===== src/rtl/sclgen_pkg.sv =====
package sclgen_pkg;

    localparam int FIELD_W = 8;
    localparam int DIV_W   = 2 * FIELD_W;
    localparam int CNT_W   = FIELD_W + 1;

    typedef struct packed {
        logic [FIELD_W-1:0] hi;
        logic [FIELD_W-1:0] lo;
    } div_t;

    typedef enum logic [2:0] {
        PH_IDLE,
        PH_HOLD,
        PH_LOW,
        PH_HIGH,
        PH_STOP
    } phase_e;

    // counter preload for the START hold: hi-1 cycles, never below one
    function automatic logic [CNT_W-1:0] hold_ticks(logic [FIELD_W-1:0] hi);
        return (hi >= FIELD_W'(2)) ? (CNT_W'(hi) - CNT_W'(2)) : '0;
    endfunction

    // counter preload for a high phase: hi+2 cycles
    function automatic logic [CNT_W-1:0] high_ticks(logic [FIELD_W-1:0] hi);
        return CNT_W'(hi) + CNT_W'(1);
    endfunction

    // counter preload for a low phase: lo+1 cycles
    function automatic logic [CNT_W-1:0] low_ticks(logic [FIELD_W-1:0] lo);
        return CNT_W'(lo);
    endfunction

endpackage


===== src/rtl/sclgen_divreg.sv =====
module sclgen_divreg
    import sclgen_pkg::*;
#(
    parameter logic [DIV_W-1:0] RST_VAL = 16'h1F1F
) (
    input  logic             clk,
    input  logic             rst,
    input  logic             we,
    input  logic [DIV_W-1:0] wdata,
    output div_t             q
);

    always_ff @(posedge clk) begin
        if (rst)     q <= div_t'(RST_VAL);
        else if (we) q <= div_t'(wdata);
    end


    div_hold_chk: assert property (@(posedge clk) disable iff (rst)
        !we |=> $stable(q));

endmodule


===== src/rtl/sclgen_tick_ctr.sv =====
module sclgen_tick_ctr #(
    parameter int W = 9
) (
    input  logic         clk,
    input  logic         rst,
    input  logic         ld,
    input  logic [W-1:0] ld_val,
    input  logic         en,
    output logic [W-1:0] cnt,
    output logic         zero
);

    assign zero = (cnt == '0);

    always_ff @(posedge clk) begin
        if (rst)               cnt <= '0;
        else if (ld)           cnt <= ld_val;
        else if (en && !zero)  cnt <= cnt - W'(1);
    end


    ctr_floor_chk: assert property (@(posedge clk) disable iff (rst)
        (zero && !ld) |=> zero);

endmodule


===== src/rtl/sclgen_ctrl.sv =====
module sclgen_ctrl
    import sclgen_pkg::*;
(
    input  logic             clk,
    input  logic             rst,
    input  logic             run,
    input  logic             start_req,
    input  logic             stop_req,
    input  logic             scl_sense,
    input  div_t             div,
    input  logic [CNT_W-1:0] cnt,
    input  logic             cnt_zero,
    output logic             ld,
    output logic [CNT_W-1:0] ld_val,
    output logic             cnt_en,
    output logic             scl_o,
    output logic             start_edge,
    output logic             low_mid,
    output logic             scl_rise,
    output logic             done
);

    phase_e             state, nxt;
    logic               stop_pend;
    logic [FIELD_W-1:0] mid_r;
    logic               stretch, fin;

    assign stretch = ((state == PH_HIGH) || (state == PH_STOP)) && !scl_sense;
    assign fin     = cnt_zero && !stretch;
    assign cnt_en  = !stretch;

    always_comb begin
        nxt    = state;
        ld     = 1'b0;
        ld_val = '0;
        unique case (state)
            PH_IDLE: if (start_req) begin
                nxt = PH_HOLD; ld = 1'b1; ld_val = hold_ticks(div.hi);
            end
            PH_HOLD: if (fin) begin
                nxt = PH_LOW; ld = 1'b1; ld_val = low_ticks(div.lo);
            end
            PH_LOW: if (fin) begin
                nxt = stop_pend ? PH_STOP : PH_HIGH;
                ld = 1'b1; ld_val = high_ticks(div.hi);
            end
            PH_HIGH: if (fin) begin
                nxt = PH_LOW; ld = 1'b1; ld_val = low_ticks(div.lo);
            end
            PH_STOP: if (fin) nxt = PH_IDLE;
            default: nxt = PH_IDLE;
        endcase
        if (!run) begin
            nxt = PH_IDLE;
            ld  = 1'b0;
        end
    end

    always_ff @(posedge clk) begin
        if (rst) begin
            state      <= PH_IDLE;
            stop_pend  <= 1'b0;
            mid_r      <= '0;
            start_edge <= 1'b0;
            scl_rise   <= 1'b0;
            done       <= 1'b0;
        end else begin
            state <= nxt;
            if (!run || nxt == PH_IDLE || nxt == PH_STOP)
                stop_pend <= 1'b0;
            else if (stop_req && state != PH_IDLE)
                stop_pend <= 1'b1;
            if (ld && nxt == PH_LOW)
                mid_r <= div.lo >> 1;
            start_edge <= (state == PH_IDLE) && (nxt == PH_HOLD);
            scl_rise   <= (state == PH_LOW) && (nxt != PH_LOW);
            done       <= (state == PH_STOP) && fin && run;
        end
    end

    assign scl_o   = (state != PH_LOW);
    assign low_mid = (state == PH_LOW) && (cnt == {1'b0, mid_r});


    rise_edge_chk: assert property (@(posedge clk) disable iff (rst)
        scl_rise |-> (scl_o && !$past(scl_o)));


    mid_in_low_chk: assert property (@(posedge clk) disable iff (rst)
        low_mid |-> !scl_o);


    done_high_chk: assert property (@(posedge clk) disable iff (rst)
        done |-> (scl_o && !low_mid));


    run_off_chk: assert property (@(posedge clk) disable iff (rst)
        !run |=> (scl_o && !low_mid && !start_edge));


    stretch_hold_chk: assert property (@(posedge clk) disable iff (rst)
        (state == PH_HIGH && !scl_sense && run) |=> $stable(cnt));

endmodule


===== src/rtl/i2c_scl_timer.sv =====
module i2c_scl_timer
    import sclgen_pkg::*;
#(
    parameter logic [15:0] DIV_RST = 16'h1F1F
) (
    input  logic        clk,
    input  logic        rst,
    input  logic        run,
    input  logic        start_req,
    input  logic        stop_req,
    input  logic        div_we,
    input  logic [15:0] div_wdata,
    input  logic        scl_sense,
    output logic        scl_o,
    output logic        start_edge,
    output logic        low_mid,
    output logic        scl_rise,
    output logic        done
);

    div_t             div;
    logic             ld, cnt_en, cnt_zero;
    logic [CNT_W-1:0] ld_val, cnt;

    sclgen_divreg #(.RST_VAL(DIV_RST)) u_div (
        .clk(clk), .rst(rst), .we(div_we), .wdata(div_wdata), .q(div)
    );

    sclgen_tick_ctr #(.W(CNT_W)) u_ctr (
        .clk(clk), .rst(rst), .ld(ld), .ld_val(ld_val), .en(cnt_en),
        .cnt(cnt), .zero(cnt_zero)
    );

    sclgen_ctrl u_ctrl (
        .clk(clk), .rst(rst), .run(run), .start_req(start_req),
        .stop_req(stop_req), .scl_sense(scl_sense), .div(div),
        .cnt(cnt), .cnt_zero(cnt_zero), .ld(ld), .ld_val(ld_val),
        .cnt_en(cnt_en), .scl_o(scl_o), .start_edge(start_edge),
        .low_mid(low_mid), .scl_rise(scl_rise), .done(done)
    );

endmodule


===== config.mk =====
export PLATFORM = sky130hd
export DESIGN_NAME = i2c_scl_timer
export DESIGN_NICKNAME = d
export VERILOG_FILES = /design/src/rtl/sclgen_pkg.sv /design/src/rtl/sclgen_divreg.sv /design/src/rtl/sclgen_tick_ctr.sv /design/src/rtl/sclgen_ctrl.sv /design/src/rtl/i2c_scl_timer.sv
export SDC_FILE = /design/constraint.sdc
export NUM_CORES = 1
export LEC_CHECK = 0
export ABC_CLOCK_PERIOD_IN_PS = 7700
export BUFFER_PORTS_ARGS = -buffer_cell sky130_fd_sc_hd__clkbuf_2
export CAP_MARGIN = 10
export CORE_AREA = 2 2 70 72
export CTS_CLUSTER_DIAMETER = 60
export DETAILED_ROUTE_END_ITERATION = 16
export DIE_AREA = 0 0 72 74
export GPL_TIMING_DRIVEN = 0
export PLACE_DENSITY = 0.72
export SYNTH_ARGS = -nofsm -noshare
export SYNTH_HDL_FRONTEND = slang
export SYNTH_SLANG_ARGS = --single-unit

===== constraint.sdc =====
create_clock -name clk -period 7.7 [get_ports clk]
set_clock_uncertainty 0.1 [all_clocks]
set_input_delay 1.54 -clock clk [delete_from_list [all_inputs] [get_ports clk]]
set_output_delay 1.54 -clock clk [all_outputs]
set_load 0.005 [all_outputs]

Yosys cells after proc, flatten, opt, wreduce, memory -nomap -nowiden --
Index checks and enable logic that the tools add are counted. Widths: inputs -> output; s select.
Cells by class: equality and inequality tests 10, magnitude comparators 1, add/sub/neg operators 3, mux-type cells 18, reductions and logical operators 25
Operator list (count):
- $mux 9 | 5
- $pmux 9 s3 | 1
- $mux 3 | 6
- $pmux 3 s4 | 1
- $logic_and 1x1->1 | 10
- $add 8x1->9 const B | 1
- $eq 3x2->1 const B | 3
- $eq 9x7->1 | 1
- $logic_not 9->1 | 1
- $sub 8x2->9 const B | 1
- $sub 9x1->9 const B | 1
- $ge 8x2->1 const B | 1
- $mux 8 | 1
- $eq 3x1->1 const B | 2
- $eq 3x3->1 const B | 2
- $logic_not 3->1 | 2
- $ne 3x2->1 const B | 2
- $logic_not 1->1 | 4
- $reduce_or 2->1 | 2
- $logic_or 1x1->1 | 3
- $mux 1 | 3
- $reduce_bool 3->1 | 1
- $reduce_or 3->1 | 1
- $pmux 1 s2 | 1
- $reduce_bool 2->1 | 1
Word-level totals: register bits after elaboration 39

Depth between registers and ports, before layout --
word-level depth 12, depth in mapped cells 9, mapped depth without buffers 7

Cells and area by module --
From an unflattened synthesis, not the netlist that was laid out.
Second synthesis, totals: cell total of the unflattened synthesis 274, area total of the unflattened synthesis 2443.6 sq um
By module, submodules not included:
- sclgen_ctrl | cells each 152, area an instance 1229.9 sq um, instances 1, sequential area each 280.3 sq um
- sclgen_divreg | cells each 52, area an instance 609.3 sq um, instances 1, sequential area each 320.3 sq um
- sclgen_tick_ctr | cells each 70, area an instance 604.3 sq um, instances 1, sequential area each 180.2 sq um

Least setup slack after synthesis --
No wires, ideal clock.
path kind input to register, start in scl_sense, end reg u_ctrl.mid_r[0], library setup time 72 ps, required time 7528 ps, slack 4480 ps, stages 5, path buffers 0, arrival 3049 ps, cells stage by stage and3b_1 > or3_1 > o21a_2 > nor4_4 > mux2i_1
Between the ends: cells in the longest elaborated chain, start to end 9
Ends and longest elaborated chain:
- start, declared | line i2c_scl_timer.sv:13 | input logic scl_sense,
- $logic_not 1->1 * | line sclgen_ctrl.sv:28 | assign stretch = ((state == PH_HIGH) || (state == PH_STOP)) && !scl_sense;
- $logic_and 1x1->1 * | line sclgen_ctrl.sv:28
- $logic_not 1->1 * | line sclgen_ctrl.sv:29 | assign fin = cnt_zero && !stretch;
- $logic_and 1x1->1 * | line sclgen_ctrl.sv:29
- $mux 3, on equally long branches
- $pmux 3 s4 | line sclgen_ctrl.sv:36 | unique case (state)
- $mux 3 | line sclgen_ctrl.sv:53 | if (!run) begin
- $eq 3x2->1 | line sclgen_ctrl.sv:73 | if (ld && nxt == PH_LOW)
- $logic_and 1x1->1 * | line sclgen_ctrl.sv:73
- end signal, assigned | line sclgen_ctrl.sv:74 | mid_r <= div.lo >> 1;
- end, declared | line sclgen_ctrl.sv:25 | logic [FIELD_W-1:0] mid_r;
Mark *: on every way between the ends. The rest lies on a longest branch, timed or not. A chain may end at the register's enable or synchronous reset.

Worst setup path after layout --
start in start_req, end reg u_ctrl.mid_r[1]
Between the ends: cells in the longest elaborated chain, start to end 5
Ends and longest elaborated chain:
- start, declared | line i2c_scl_timer.sv:9 | input logic start_req,
- $mux 3 | line sclgen_ctrl.sv:37 | PH_IDLE: if (start_req) begin
- $pmux 3 s4 | line sclgen_ctrl.sv:36
- $mux 3 | line sclgen_ctrl.sv:53
- $eq 3x2->1 | line sclgen_ctrl.sv:73
- $logic_and 1x1->1 * | line sclgen_ctrl.sv:73
Marks and branches as above.

==> flow_summary.html <==
<table>
<tr><th>Metric</th><th>Value</th></tr>
<tr><th colspan="2">Power and ir drop</th></tr>
<tr><td>Cell leakage power</td><td>between 1 and 1.5 nW</td></tr>
<tr><td>Clock power share</td><td>0.243</td></tr>
<tr><td>Switching power share of the total</td><td>0.368</td></tr>
<tr><td>Share of power burned in registers</td><td>0.356</td></tr>
<tr><td>Worst-case vdd ir drop</td><td>about 0.00013 V</td></tr>
<tr><td>Net switching component of the power</td><td>0.270 mW</td></tr>
<tr><td>Internal portion of total power</td><td>0.463 mW</td></tr>
<tr><td>Areal power density over the cells</td><td>270 nW/um2</td></tr>
<tr><td>Combinational share of power</td><td>0.402</td></tr>
<tr><th colspan="2">Clock network</th></tr>
<tr><td>PostCTS Resize Cnt</td><td>0</td></tr>
<tr><td>Maximum buffer depth of the clock tree</td><td>2</td></tr>
<tr><td>H-Tree Level Count</td><td>2</td></tr>
<tr><td>Clock latency reported for the late side of the worst-skew pair</td><td>0.29 ns</td></tr>
<tr><td>Root cell of the clock tree</td><td>clkbuf_8</td></tr>
<tr><td>Clk pin slew, worst setup/hold paths</td><td>0.07 ns</td></tr>
<tr><td>Clock sink count</td><td>39</td></tr>
<tr><td>TritonCTS clock tree</td><td>yes</td></tr>
<tr><td>CTS Buf Count</td><td>5</td></tr>
<tr><td>Post-CTS setup buffer count</td><td>0</td></tr>
<tr><td>Total of hold buffers inserted after clock tree synthesis</td><td>0</td></tr>
<tr><th colspan="2">STA</th></tr>
<tr><td>Total count of max-transition violations in the final report</td><td>0</td></tr>
<tr><td>Fraction of the cycle the final worst path needs</td><td>0.481</td></tr>
<tr><td>Unrepaired setup endpoints after global routing</td><td>no</td></tr>
<tr><td>Hold Violations, Final</td><td>0</td></tr>
<tr><td>Shortest period the worst path allows</td><td>approximately 3.7 ns</td></tr>
<tr><td>Setup violation total in the final timing report</td><td>0</td></tr>
<tr><td>Remaining max-slew budget at the tightest pin</td><td>0.430</td></tr>
<tr><td>Maximum operating frequency</td><td>approximately 270 MHz</td></tr>
<tr><td>Transition time at the pin with the least slew margin</td><td>0.843 ns</td></tr>
<tr><td>Total negative setup slack</td><td>0 ns</td></tr>
<tr><th colspan="2">Logic synthesis</th></tr>
<tr><td>Count of flip-flops with a built-in enable after synthesis</td><td>0</td></tr>
<tr><td>Share of synthesized registers carrying an async set or reset</td><td>0</td></tr>
<tr><td>Post-synthesis instance total</td><td>294</td></tr>
<tr><td>Sequential element share of the synthesized area</td><td>0.324</td></tr>
<tr><td>Avg Synthesized Cell Area</td><td>8.19 um2</td></tr>
<tr><td>Yosys warning count</td><td>0</td></tr>
<tr><td>Synthesized cell area</td><td>~2400 um2</td></tr>
<tr><td>Seq cells post-synth</td><td>39</td></tr>
<tr><td>Flip-flop cell with the highest count after synthesis</td><td>dfxtp_1</td></tr>
<tr><td>Unique cell type count in the Yosys netlist</td><td>53</td></tr>
<tr><td>Net count of the mapped netlist</td><td>roughly 320</td></tr>
<tr><th colspan="2">Drt</th></tr>
<tr><td>Vias/cell</td><td>around 6.0</td></tr>
<tr><td>Routed via count</td><td>approximately 2300</td></tr>
<tr><td>TritonRoute pass-1 iters</td><td>4</td></tr>
<tr><td>Wire length per cell</td><td>around 16 um</td></tr>
<tr><td>Violation count after the first detailed-route iteration</td><td>~170</td></tr>
<tr><td>DRC violations left</td><td>0</td></tr>
<tr><td>Wirelength, routed</td><td>6110 um</td></tr>
<tr><td>Post-route antenna net violation count</td><td>0</td></tr>
<tr><th colspan="2">Critical path</th></tr>
<tr><td>Data arrival time of the worst path</td><td>approximately 3.8 ns</td></tr>
<tr><td>Delay of the slowest cell on the worst path</td><td>~0.69 ns</td></tr>
<tr><td>Type of destination of the critical path</td><td>register</td></tr>
<tr><td>Required time of the critical path</td><td>between 7 and 8 ns</td></tr>
<tr><td>Cell with the largest stage delay on the worst path</td><td>nor4b_1</td></tr>
<tr><td>Buffer and inverter count on the worst path</td><td>1</td></tr>
<tr><td>Crit-path max FO</td><td>7</td></tr>
<tr><td>Worst Path Class, Setup</td><td>in2reg</td></tr>
<tr><td>Cells along the critical path</td><td>clkbuf_2 -&gt; nor4b_1 -&gt; nand2_1 -&gt; o21a_2 -&gt; nor4_4 -&gt; mux2i_1</td></tr>
<tr><td>Critical Path Source Type</td><td>input port</td></tr>
<tr><td>Family with the most delay on the worst path</td><td>simple AND/OR/NAND/NOR gates</td></tr>
<tr><th colspan="2">Job</th></tr>
<tr><td>Count of max-cap constraint violations</td><td>0</td></tr>
<tr><th colspan="2">Die</th></tr>
<tr><td>Area of the placeable core</td><td>approximately 4600 um2</td></tr>
<tr><td>Top-level I/O count</td><td>28</td></tr>
<tr><td>Overall die area</td><td>between 5000 and 6000 um2</td></tr>
<tr><td>Starting Density</td><td>0.524</td></tr>
<tr><td>Core Rows</td><td>25</td></tr>
<tr><td>Die Span X</td><td>between 70 and 80 um</td></tr>
<tr><td>DIE HEIGHT</td><td>~74 um</td></tr>
<tr><th colspan="2">Global route</th></tr>
<tr><td>Initial antenna violation count</td><td>0</td></tr>
<tr><td>Number of global-route vias before repair</td><td>~2200</td></tr>
<tr><td>Final global-route overflow total</td><td>0</td></tr>
<tr><td>Total routing usage reported by global routing</td><td>0.247</td></tr>
<tr><td>Pin count of the biggest net entering global routing</td><td>13</td></tr>
<tr><td>Wire length of the first global-routing pass</td><td>10300 um</td></tr>
<tr><th colspan="2">Run status</th></tr>
<tr><td>Outcome</td><td>complete, no violations</td></tr>
<tr><th colspan="2">Final layout</th></tr>
<tr><td>Number of fill cells in the layout</td><td>442</td></tr>
<tr><td>Post-layout nets</td><td>~360</td></tr>
<tr><td>Area grow syn2layout</td><td>12.9%</td></tr>
<tr><td>Number of standard cells in the layout, taps in and fillers out</td><td>381</td></tr>
<tr><td>Core occupancy in the finished layout</td><td>0.591</td></tr>
<tr><td>Antenna diode instance count</td><td>0</td></tr>
<tr><td>Multi-input logic area</td><td>roughly 1500 um2</td></tr>
<tr><td>FF/Latch Area</td><td>around 780 um2</td></tr>
<tr><td>Share of final-layout standard cells stronger than drive strength 1</td><td>0.141</td></tr>
<tr><th colspan="2">Min path</th></tr>
<tr><td>Hold crit path type</td><td>reg2reg</td></tr>
<tr><th colspan="2">Placement</th></tr>
<tr><td>Number of placed instances, taps included</td><td>roughly 370</td></tr>
<tr><td>IO buf count</td><td>25</td></tr>
<tr><td>HPWL after detailed placement</td><td>roughly 4600 um</td></tr>
<tr><td>Gpl congestion</td><td>around 0.87</td></tr>
</table>
-- cells by family (layout without fill, tap and decap cells) --
family	after synthesis	after routing	synth area share
xor gates and xnor gates	19	19	0.0691
DFF	39	39	0.324
buffers and inverters	33	66	0.0551
AOI/OAI and AO/OA	60	60	0.181
adders and majority gates	6	6	0.0312
and+or+nand+nor	117	117	0.256
muxes	20	20	0.0836
-- synth_stat cells, types with 3 or more instances --
| master | number | area share |
|---|---|---|
| a21oi_1 | 7 | 0.015 |
| a221oi_1 | 3 | 0.011 |
| o31ai_1 | 3 | 0.0093 |
| a211oi_1 | 12 | 0.037 |
| nor2_1 | 19 | 0.030 |
| and3_1 | 3 | 0.0078 |
| nand3_1 | 9 | 0.019 |
| mux2i_1 | 19 | 0.079 |
| nand2_1 | 42 | 0.065 |
| or4_1 | 5 | 0.016 |
| nor2b_1 | 4 | 0.010 |
| o211ai_1 | 10 | 0.031 |
| o21ai_0 | 11 | 0.023 |
| inv_1 | 11 | 0.017 |
| xor2_1 | 10 | 0.036 |
| nor4_1 | 6 | 0.016 |
| clkbuf_1 | 17 | 0.026 |
| xnor2_1 | 9 | 0.033 |
| or3_1 | 3 | 0.0078 |
| dfxtp_1 | 39 | 0.32 |
| ha_1 | 6 | 0.031 |
| nor3_1 | 8 | 0.017 |
-- through the flow --
step           setup WS [ns]  total power [mW]  hold WS [ns]  instance area [um2]
2_1_floorplan           4.48             0.488         0.341                 2410
3_3_place_gp            3.78             0.546         0.356                 2600
3_5_place_dp            3.71             0.551         0.364                 2600
4_1_cts                 4.01             0.731         0.378                 2720
5_1_grt                 3.85             0.779         0.401                 2720
6_report                3.99             0.733         0.374                 2720
-- per-layer routing --
layer | up-vias | track usage | wire, um
met5 | - | 0 | 0
met4 | 0 | 0.0922 | 117
met3 | 12 | 0.0434 | 311
met2 | 79 | 0.409 | 2850
met1 | 1084 | 0.326 | 2840
li1 | 1122 | - | -
-- worst paths after layout --
path / cells after the start / slack (ns) / startpoint / end
hold / removal: 2 / 0.37 / u_ctrl.mid_r[2] / u_ctrl.mid_r[2]
setup reg to reg: 6 / 4.70 / u_ctrl.state[0] / u_ctrl.mid_r[1]
setup / recovery: 6 / 3.99 / start_req / u_ctrl.mid_r[1]
hold reg to reg: 2 / 0.37 / u_ctrl.mid_r[2] / u_ctrl.mid_r[2]
-- worst register-to-register path, stage by stage (launching register included) --
cell      delay (ns)
dfxtp_1         0.32
clkbuf_1        0.22
nor4b_1         0.79
nand2_1         0.32
o21a_2          0.26
nor4_4          0.66
mux2i_1         0.26
-- state kept, by name, summed over array words and instances (netlist names) --
register	cells
u_div.q	16
u_ctr.cnt	9
u_ctrl.mid_r	7
u_ctrl.state	3
u_ctrl.done	1
u_ctrl.scl_rise	1
u_ctrl.start_edge	1
u_ctrl.stop_pend	1
-- area by class of cell --
class | count | area share
tap | 54 | 0.0249
buffer | 20 | 0.0308
inverter | 13 | 0.0179
multi-input combinational | 222 | 0.550
sequential | 39 | 0.287
clock inverter | 2 | 0.0129
timing repair buffer | 25 | 0.0460
clock buffer | 6 | 0.0304
-- power groups by stage --
| stage | registers, mW | clock network, mW | logic, mW |
|---|---|---|---|
| 2_1_floorplan | 0.256 | 0 | 0.231 |
| 3_3_place_gp | 0.263 | 0 | 0.283 |
| 3_5_place_dp | 0.264 | 0 | 0.287 |
| 4_1_cts | 0.260 | 0.181 | 0.290 |
| 5_1_grt | 0.266 | 0.188 | 0.326 |
| 6_report | 0.261 | 0.178 | 0.295 |
-- cells in the final DEF (no fill, tap or decap), types with 11 or more instances in the layout --
cell       n
dfxtp_1   39
inv_1     11
o21ai_0   11
nand2_1   42
clkbuf_1  17
mux2i_1   19
nor2_1    19
a211oi_1  12
clkbuf_2  25
Power figures use the tool's default switching activity.
